--- src/rtl/ipb_pkg.sv ---
package ipb_pkg;
  localparam int WR_BIT   = 8;
  localparam int BUSY_BIT = 9;
  localparam int ERR_BIT  = 10;

  typedef struct packed {
    logic loadCmd;
    logic loadData;
    logic capture;
    logic setErr;
    logic clrErr;
  } ctlStrobe_t;
endpackage

--- src/rtl/ipb_control.sv ---
module ipb_control
  import ipb_pkg::*;
#(
  parameter int HOST_AW = 12,
  parameter logic [HOST_AW-1:0] CMD_OFS  = 12'h300,
  parameter logic [HOST_AW-1:0] DATA_OFS = 12'h304
) (
  input  logic               clk,
  input  logic               rstN,
  input  logic               hostWr,
  input  logic [HOST_AW-1:0] hostAddr,
  input  logic               errClrBit,
  input  logic               cmdWr,
  input  logic               phyAck,
  output logic               phyReq,
  output logic               busy,
  output ctlStrobe_t         strobe
);
  logic cmdHit, dataHit, reqQ, busyQ;

  assign cmdHit  = hostWr && (hostAddr == CMD_OFS);
  assign dataHit = hostWr && (hostAddr == DATA_OFS);

  always_comb begin
    strobe          = '0;
    strobe.loadCmd  = cmdHit && !busyQ;
    strobe.loadData = dataHit && !busyQ;
    strobe.capture  = phyAck && !cmdWr;
    strobe.setErr   = cmdHit && busyQ;
    strobe.clrErr   = cmdHit && !busyQ && errClrBit;
  end

  always_ff @(posedge clk or negedge rstN) begin
    if (!rstN) begin
      busyQ <= 1'b0;
      reqQ  <= 1'b0;
    end else if (strobe.loadCmd) begin
      busyQ <= 1'b1;
      reqQ  <= 1'b1;
    end else if (phyAck) begin
      busyQ <= 1'b0;
      reqQ  <= 1'b0;
    end
  end

  assign phyReq = reqQ;
  assign busy   = busyQ;


  busy_rise_chk: assert property (@(posedge clk) disable iff (!rstN)
    (cmdHit && !busyQ) |=> busyQ);

  busy_fall_chk: assert property (@(posedge clk) disable iff (!rstN)
    $fell(busyQ) |-> $past(phyAck));

  busy_hold_chk: assert property (@(posedge clk) disable iff (!rstN)
    (busyQ && !phyAck) |=> busyQ);
endmodule

--- src/rtl/ipb_datapath.sv ---
module ipb_datapath
  import ipb_pkg::*;
#(
  parameter int HOST_AW = 12,
  parameter int HOST_DW = 32,
  parameter int PHY_AW  = 8,
  parameter int PHY_DW  = 8,
  parameter logic [HOST_AW-1:0] CMD_OFS  = 12'h300,
  parameter logic [HOST_AW-1:0] DATA_OFS = 12'h304
) (
  input  logic               clk,
  input  logic               rstN,
  input  ctlStrobe_t         strobe,
  input  logic [HOST_AW-1:0] hostAddr,
  input  logic [HOST_DW-1:0] hostWdata,
  input  logic               busy,
  input  logic [PHY_DW-1:0]  phyRdata,
  output logic [PHY_AW-1:0]  cmdOfs,
  output logic               cmdWr,
  output logic [PHY_DW-1:0]  dataByte,
  output logic [HOST_DW-1:0] hostRdata
);
  logic errQ;

  always_ff @(posedge clk or negedge rstN) begin
    if (!rstN) begin
      cmdOfs   <= '0;
      cmdWr    <= 1'b0;
      dataByte <= '0;
      errQ     <= 1'b0;
    end else begin
      if (strobe.loadCmd) begin
        cmdOfs <= hostWdata[PHY_AW-1:0];
        cmdWr  <= hostWdata[WR_BIT];
      end
      if (strobe.capture)       dataByte <= phyRdata;
      else if (strobe.loadData) dataByte <= hostWdata[PHY_DW-1:0];
      if (strobe.setErr)        errQ <= 1'b1;
      else if (strobe.clrErr)   errQ <= 1'b0;
    end
  end

  always_comb begin
    hostRdata = '0;
    if (hostAddr == CMD_OFS) begin
      hostRdata[PHY_AW-1:0] = cmdOfs;
      hostRdata[WR_BIT]     = cmdWr;
      hostRdata[BUSY_BIT]   = busy;
      hostRdata[ERR_BIT]    = errQ;
    end else if (hostAddr == DATA_OFS) begin
      hostRdata[PHY_DW-1:0] = dataByte;
    end
  end


  data_freeze_chk: assert property (@(posedge clk) disable iff (!rstN)
    (busy && !strobe.capture) |=> $stable(dataByte));

  err_sticky_chk: assert property (@(posedge clk) disable iff (!rstN)
    (errQ && !strobe.clrErr) |=> errQ);

  cmd_freeze_chk: assert property (@(posedge clk) disable iff (!rstN)
    busy |=> ($stable(cmdOfs) && $stable(cmdWr)));
endmodule

--- src/rtl/ipb_phy_port.sv ---
module ipb_phy_port #(
  parameter int PHY_AW  = 8,
  parameter int PHY_DW  = 8,
  parameter int PHY_LAT = 3
) (
  input  logic              clk,
  input  logic              rstN,
  input  logic              req,
  input  logic              we,
  input  logic [PHY_AW-1:0] addr,
  input  logic [PHY_DW-1:0] wdata,
  output logic              ack,
  output logic [PHY_DW-1:0] rdata
);
  localparam int DEPTH = 1 << PHY_AW;
  localparam int CW    = $clog2(PHY_LAT) + 1;
  localparam logic [CW-1:0] LAST = CW'(PHY_LAT - 1);

  logic [PHY_DW-1:0] regFile [DEPTH];
  logic [CW-1:0]     cnt;

  always_ff @(posedge clk or negedge rstN) begin
    if (!rstN) begin
      cnt   <= '0;
      ack   <= 1'b0;
      rdata <= '0;
      for (int i = 0; i < DEPTH; i++) regFile[i] <= '0;
    end else if (req && !ack) begin
      if (cnt == LAST) begin
        cnt   <= '0;
        ack   <= 1'b1;
        rdata <= regFile[addr];
        if (we) regFile[addr] <= wdata;
      end else begin
        cnt <= cnt + 1'b1;
      end
    end else begin
      ack <= 1'b0;
      cnt <= '0;
    end
  end


  ack_needs_req_chk: assert property (@(posedge clk) disable iff (!rstN)
    ack |-> req);

  ack_pulse_chk: assert property (@(posedge clk) disable iff (!rstN)
    ack |=> !ack);
endmodule

--- src/rtl/ipb_bridge.sv ---
module ipb_bridge
  import ipb_pkg::*;
#(
  parameter int HOST_AW = 12,
  parameter int HOST_DW = 32,
  parameter int PHY_AW  = 8,
  parameter int PHY_DW  = 8,
  parameter int PHY_LAT = 3,
  parameter logic [HOST_AW-1:0] CMD_OFS  = 12'h300,
  parameter logic [HOST_AW-1:0] DATA_OFS = 12'h304
) (
  input  logic               clk,
  input  logic               rstN,
  input  logic               hostWr,
  input  logic [HOST_AW-1:0] hostAddr,
  input  logic [HOST_DW-1:0] hostWdata,
  output logic [HOST_DW-1:0] hostRdata
);
  ctlStrobe_t        strobe;
  logic              busy, phyReq, phyAck, cmdWr;
  logic [PHY_AW-1:0] cmdOfs;
  logic [PHY_DW-1:0] dataByte, phyRdata;

  ipb_control #(.HOST_AW(HOST_AW), .CMD_OFS(CMD_OFS), .DATA_OFS(DATA_OFS)) u_ctl (
    .clk(clk), .rstN(rstN), .hostWr(hostWr), .hostAddr(hostAddr),
    .errClrBit(hostWdata[ERR_BIT]), .cmdWr(cmdWr), .phyAck(phyAck),
    .phyReq(phyReq), .busy(busy), .strobe(strobe)
  );

  ipb_datapath #(.HOST_AW(HOST_AW), .HOST_DW(HOST_DW), .PHY_AW(PHY_AW),
                 .PHY_DW(PHY_DW), .CMD_OFS(CMD_OFS), .DATA_OFS(DATA_OFS)) u_dp (
    .clk(clk), .rstN(rstN), .strobe(strobe), .hostAddr(hostAddr),
    .hostWdata(hostWdata), .busy(busy), .phyRdata(phyRdata),
    .cmdOfs(cmdOfs), .cmdWr(cmdWr), .dataByte(dataByte), .hostRdata(hostRdata)
  );

  ipb_phy_port #(.PHY_AW(PHY_AW), .PHY_DW(PHY_DW), .PHY_LAT(PHY_LAT)) u_phy (
    .clk(clk), .rstN(rstN), .req(phyReq), .we(cmdWr), .addr(cmdOfs),
    .wdata(dataByte), .ack(phyAck), .rdata(phyRdata)
  );
endmodule

--- config.mk ---
export PLATFORM = sky130hd
export DESIGN_NAME = ipb_bridge
export DESIGN_NICKNAME = d
export VERILOG_FILES = /design/src/rtl/ipb_pkg.sv /design/src/rtl/ipb_control.sv /design/src/rtl/ipb_datapath.sv /design/src/rtl/ipb_phy_port.sv /design/src/rtl/ipb_bridge.sv
export SDC_FILE = /design/constraint.sdc
export NUM_CORES = 2
export LEC_CHECK = 0
export BUFFER_PORTS_ARGS = -buffer_cell sky130_fd_sc_hd__buf_2
export CAP_MARGIN = 10
export CELL_PAD_IN_SITES_DETAIL_PLACEMENT = 1
export CELL_PAD_IN_SITES_GLOBAL_PLACEMENT = 2
export CORE_MARGIN = 4
export CORE_UTILIZATION = 30
export DETAILED_ROUTE_END_ITERATION = 10
export MAX_ROUTING_LAYER = met4
export PLACE_DENSITY_LB_ADDON = 0.1
export SYNTH_ARGS = -nofsm -noshare
export SYNTH_HDL_FRONTEND = slang
export SYNTH_SLANG_ARGS = --single-unit
--- constraint.sdc ---
create_clock -name clk -period 3.2 [get_ports clk]
set_clock_uncertainty 0.1 [all_clocks]
set_input_delay 0.64 -clock clk [delete_from_list [all_inputs] [get_ports clk]]
set_output_delay 0.64 -clock clk [all_outputs]
set_load 0.02 [all_outputs]
After elaboration in Yosys (flattened, before gate mapping) --
Cells that the tools add are included.
Operators by class: add/sub/neg operators 1, order comparisons 2, equality and inequality tests 4, multiplexer cells 19, bitwise gates (word level) 1, reductions and logical operators 17
Operators with widths (count):
- bitwise mux 2048 bit | 1
- binary-select mux 8 bit (select 8 bit) | 1
- demux 8 bit (select 8 bit) | 1
- 2-to-1 mux 8 bit | 7
- == test 12 x 10 -> 1 bit (second input constant) | 2
- greater-or-equal comparator 9 bit (second input constant) | 1
- logical AND 1 bit | 9
- < comparator 9 x 1 -> 1 bit (second input constant) | 1
- 2-to-1 mux 3 bit | 3
- NOT 8 -> 9 bit | 1
- 2-to-1 mux 1 bit | 6
- nonzero test 2 bit | 3
- adder 3 x 1 -> 3 bit (second input constant) | 1
- == test 3 x 2 -> 1 bit (second input constant) | 1
- zero test 1 bit | 3
- AND reduction 3 bit | 1
- inequality test 2 bit (second input constant) | 1
- AND reduction 2 bit | 1
Storage, ports and cells: register bits 2079, input port bits 47, output and inout port bits 32, logic and storage cells 308

Longest topological paths before layout --
depth in word-level cells 6, gate-level depth with buffers 12, depth with buffers taken out 7

Hierarchy --
A second synthesis with hierarchy kept.
Second synthesis, totals: cells, all modules 6239, area, all modules 96625.2 um^2
Modules (own cells, without submodules):
- ipb_phy_port | instances 1, cells each 6116, area an instance 95347.7 um^2, sequential area each 51549.4 um^2
- ipb_datapath | instances 1, cells each 107, area an instance 1118.6 um^2, sequential area each 450.4 um^2
- ipb_control | instances 1, cells each 16, area an instance 158.9 um^2, sequential area each 25.0 um^2

Least setup slack after synthesis --
No wires, ideal clock.
kind register to output, start register u_dp.cmdOfs[1], end output port hostRdata[1], arrival time 2.030 ns, required time 2.460 ns, path slack 0.430 ns, stages on the path, launching flop included 8, path buffers 5, path through dfrtp_1 buf_2 buf_1 buf_2 buf_2 clkbuf_1 mux2i_1 nor2_1
Between the ends: word-level cells in the longest chain between the ends 1
RTL lines:
- start, declared | line ipb_datapath.sv:18 | output logic [PHY_AW-1:0] cmdOfs,
- start signal, assigned | line ipb_datapath.sv:33 | cmdOfs <= hostWdata[PHY_AW-1:0];
- 2-to-1 mux 8 bit | line ipb_datapath.sv:45 | if (hostAddr == CMD_OFS) begin
- end, declared | line ipb_bridge.sv:17 | output logic [HOST_DW-1:0] hostRdata
No other way between the ends.

Final worst setup path --
start register u_dp.cmdOfs[0], end register u_phy.rdata[0]
Between the ends: word-level cells in the longest chain between the ends 4
RTL lines:
- NOT 8 -> 9 bit (not written as such) | line ipb_phy_port.sv:32 | rdata <= regFile[addr];
- binary-select mux 8 bit (select 8 bit) | line ipb_phy_port.sv:32
- 2-to-1 mux 8 bit (not written as such) (2 in series) | line ipb_phy_port.sv:32
- end signal, assigned | line ipb_phy_port.sv:32
- end, declared | line ipb_phy_port.sv:13 | output logic [PHY_DW-1:0] rdata
No other way between the ends. The select of a mux whose other input is x is not followed. A chain may end at the register's enable or synchronous reset.

==> results.ini <==
[synth]
synth_top_family_by_area=multiplexers
ys_ff_latch=2079
synth_compound_gate_area_share_pct=2.19
synth_warnings=0
synth_xor_area_share_pct=0.00909
yosysUniqueCellTypes=69
synthMuxAreaShare_pct=37.3
avgSynthCellArea_sq_um=15.3
ys_top_cells_by_area=dfrtp_1, mux2_2, mux4_2
yosysTopAreaCellShare_pct=54.0
seq_area_frac_synth_pct=54.0
synth_simple_gate_area_share_pct=4.16
ys_async_sr_fraction_pct=100
synth_adder_area_share_pct=0
synth-edff-count=0
synthCells=6295
syn_area_sq_um=96300
yosys.area.top_type=dfrtp_1
synth-main-ff-cell=dfrtp_1

[clocking]
cts_root_buf=clkbuf_16
clock_latency_ps=910
cts_tree=yes
htree_levels=5
cts_sinks=2079
path_clk_slew_ps=60
cts_buffers=264
cts_buffer_depth=4

[finish]
ff_latch_area_sq_um=52100
finalNetCount=7016
area_growth_pct=23.5
multi_input_area_sq_um=42900
fillers=32000
drive_gt1_share_pct=58.0
postLayoutCellArea_sq_um=119000
fin_cells=11400

[route]
drt_wl_total_um=336000
via_count=58000
first_iter_violations=2744
drc=0
vias_per_cell=5.07
ant_nets=0
wl_per_cell_um=29.4
first_pass_iters=5

[die]
std_cell_rows=207
io_pins=79
core_area_sq_um=319000
die_w_um=575
die_area_sq_um=330000
initial_core_util_pct=30.2
die_h_um=575

[timing]
hold_viol_final=0
relSlewSlack_pct=25.6
finalCritPeriodShare_pct=103
setup_viol=7
setup_tns_ps=-455
rsz0062_at_grt=yes
min_period_ps=3310
fmax_mhz=302
fin_ws_ps=-109
tightest_slew_ps=1120
drv_slew=0

[place]
dp_hpwl_um=222000
dpl.cell_count=10900
place.gp.congestion=0.784
place_area_sq_um=109000
port_buffers=35

[worst_setup_path]
endpoint_kind=register
cp_data_required_time_ps=3880
rr_startpoint=u_dp.cmdOfs[0]
reg2reg_slack_ps=-110
worst-endpoint-arrival_ps=3990
rr_worst_depth=9
worstPathMaxFanout=6
criticalPathCategory=reg2reg
reg2reg_to=u_phy.rdata[0]
start_kind=register

[global_routing]
antenna_found_initial=6
grt_max_degree=153
grt.overflow.total=0
grt_pass1_vias=63700
grt_pass1_wl_um=489000
grt_use_total_pct=20.7

[power]
power_leakage_nw=54.0
vdd_drop_max_uv=423
powerDensity_nw_per_um2=475

[run_status]
violations=negative setup slack
status=complete, but fails checks

[job]
cap_violations=0

[min_path]
hold_class=in2async

[metal layers]
layer	global-route usage, %	vias up	routed length (um)
met1	28.3	32100	158000
met2	33.3	705	162000
li1	-	24800	-
met3	2.07	421	7880
met4	4.69	0	8370
met5	-	-	0
[flip-flops by register name (all words and copies together), names as in the netlist]
| register | cells |
|---|---|
| u_phy.rdata | 8 |
| u_dp.dataByte | 8 |
| u_ctl.phyReq | 1 |
| u_dp.errQ | 1 |
| u_dp.cmdWr | 1 |
| u_phy.cnt | 3 |
| u_phy.ack | 1 |
| u_dp.cmdOfs | 8 |
| u_phy.regFile | 2048 |
[timing repair]
action / CTS / global route
pin swaps: 13 / 35
endpoints found under the hold margin: 283 / 0
hold buffers: 12 / 0
endpoints found under the setup margin: 44 / 58
setup buffers: 19 / 54
gates cloned: 7 / 4
resized for setup: 116 / 91
[cell usage in the layout, fill, tap and decap left out, types with 10 or more instances in the layout]
cell and n:
conb_1 21, a22o_1 12, a21oi_1 27, nor2_2 96, buf_12 247, a22oi_1 94
clkinv_2 31, mux4_2 447, o21ai_0 17, mux2i_1 239, nand2b_1 14, o22ai_1 18
clkbuf_1 57, nand4_1 29, clkbuf_16 271, nand3_1 59, mux2_2 2064, clkbuf_8 59
nor2_1 77, nand2_2 19, buf_2 33, nand2_1 128, buf_6 20, buf_4 540
inv_6 10, nor2_4 129, dfrtp_1 2065, buf_16 18, clkinv_8 12, nor3_1 23
dfrtp_4 12, a21oi_2 10, dlygate4sd3_1 12, nor2b_1 10
[cell families after synthesis]
| kind of cell | count (synthesis) |
|---|---|
| buf+inv | 498 |
| simple gates | 648 |
| compound gates | 297 |
| mux | 2771 |
| xor+xnor | 1 |
| other cells | 1 |
| flops | 2079 |
[critical path: stages (launching register included)]
cell and delay, ps:
dfrtp_4 540, buf_12 190, buf_16 160, buf_12 140
mux4_2 550, mux4_2 540, a211oi_2 210, buf_4 210
o21ai_2 120, o32a_1 380
[worst max path at each step]
stage	from	end	slack [ps]
final	u_dp.cmdOfs[0]	u_phy.rdata[0]	-110
after global routing	u_dp.cmdOfs[0]	u_phy.rdata[6]	-150
after CTS	u_dp.cmdOfs[0]	u_phy.rdata[5]	-210
after detailed placement	u_dp.cmdOfs[0]	u_phy.rdata[5]	-870
after global placement	u_dp.cmdOfs[0]	u_phy.rdata[5]	-920
after floorplan	u_dp.cmdOfs[1]	hostRdata[1]	430
[cells in the mapped netlist, drive strengths merged, types with 21 or more instances]
master     n
nor2     302
nor3      27
dfrtp   2079
clkbuf   306
mux2    2073
a21oi     37
nand4     30
o21ai     31
o22ai     23
nand3     72
mux4     447
a211oi    21
buf      189
nand2    148
mux2i    251
a22oi    103
[final cells by class]
cell class	count	share of cell area, %
flip-flops and latches	2079	43.7
multi-input cells	3738	36.0
repair buffers	883	8.65
clock buffers	383	6.48
well taps	4284	4.50
clock inverters	62	0.568
inverters	3	0.0116
diodes	4	0.00841
[per-stage QoR]
step / power (W) / util [%] / hold WS [ps] / setup WS, ps
floorplan: 0.0269 / - / 244 / 430
global placement: 0.0278 / 34.1 / 362 / -924
detailed placement: 0.0278 / 34.1 / 373 / -865
CTS: 0.0577 / 37.0 / 145 / -212
global route: 0.0588 / 37.3 / 139 / -151
finish: 0.0566 / 37.3 / 184 / -109
[power by group]
group / switching [W] / leakage (nW) / internal, W / total, W
clock network: 0.0120 / 4.14 / 0.0173 / 0.0293
logic: 0.000784 / 20.9 / 0.000209 / 0.000994
registers: 0.0000110 / 29.0 / 0.0263 / 0.0263
Power figures use the tool's default switching activity.
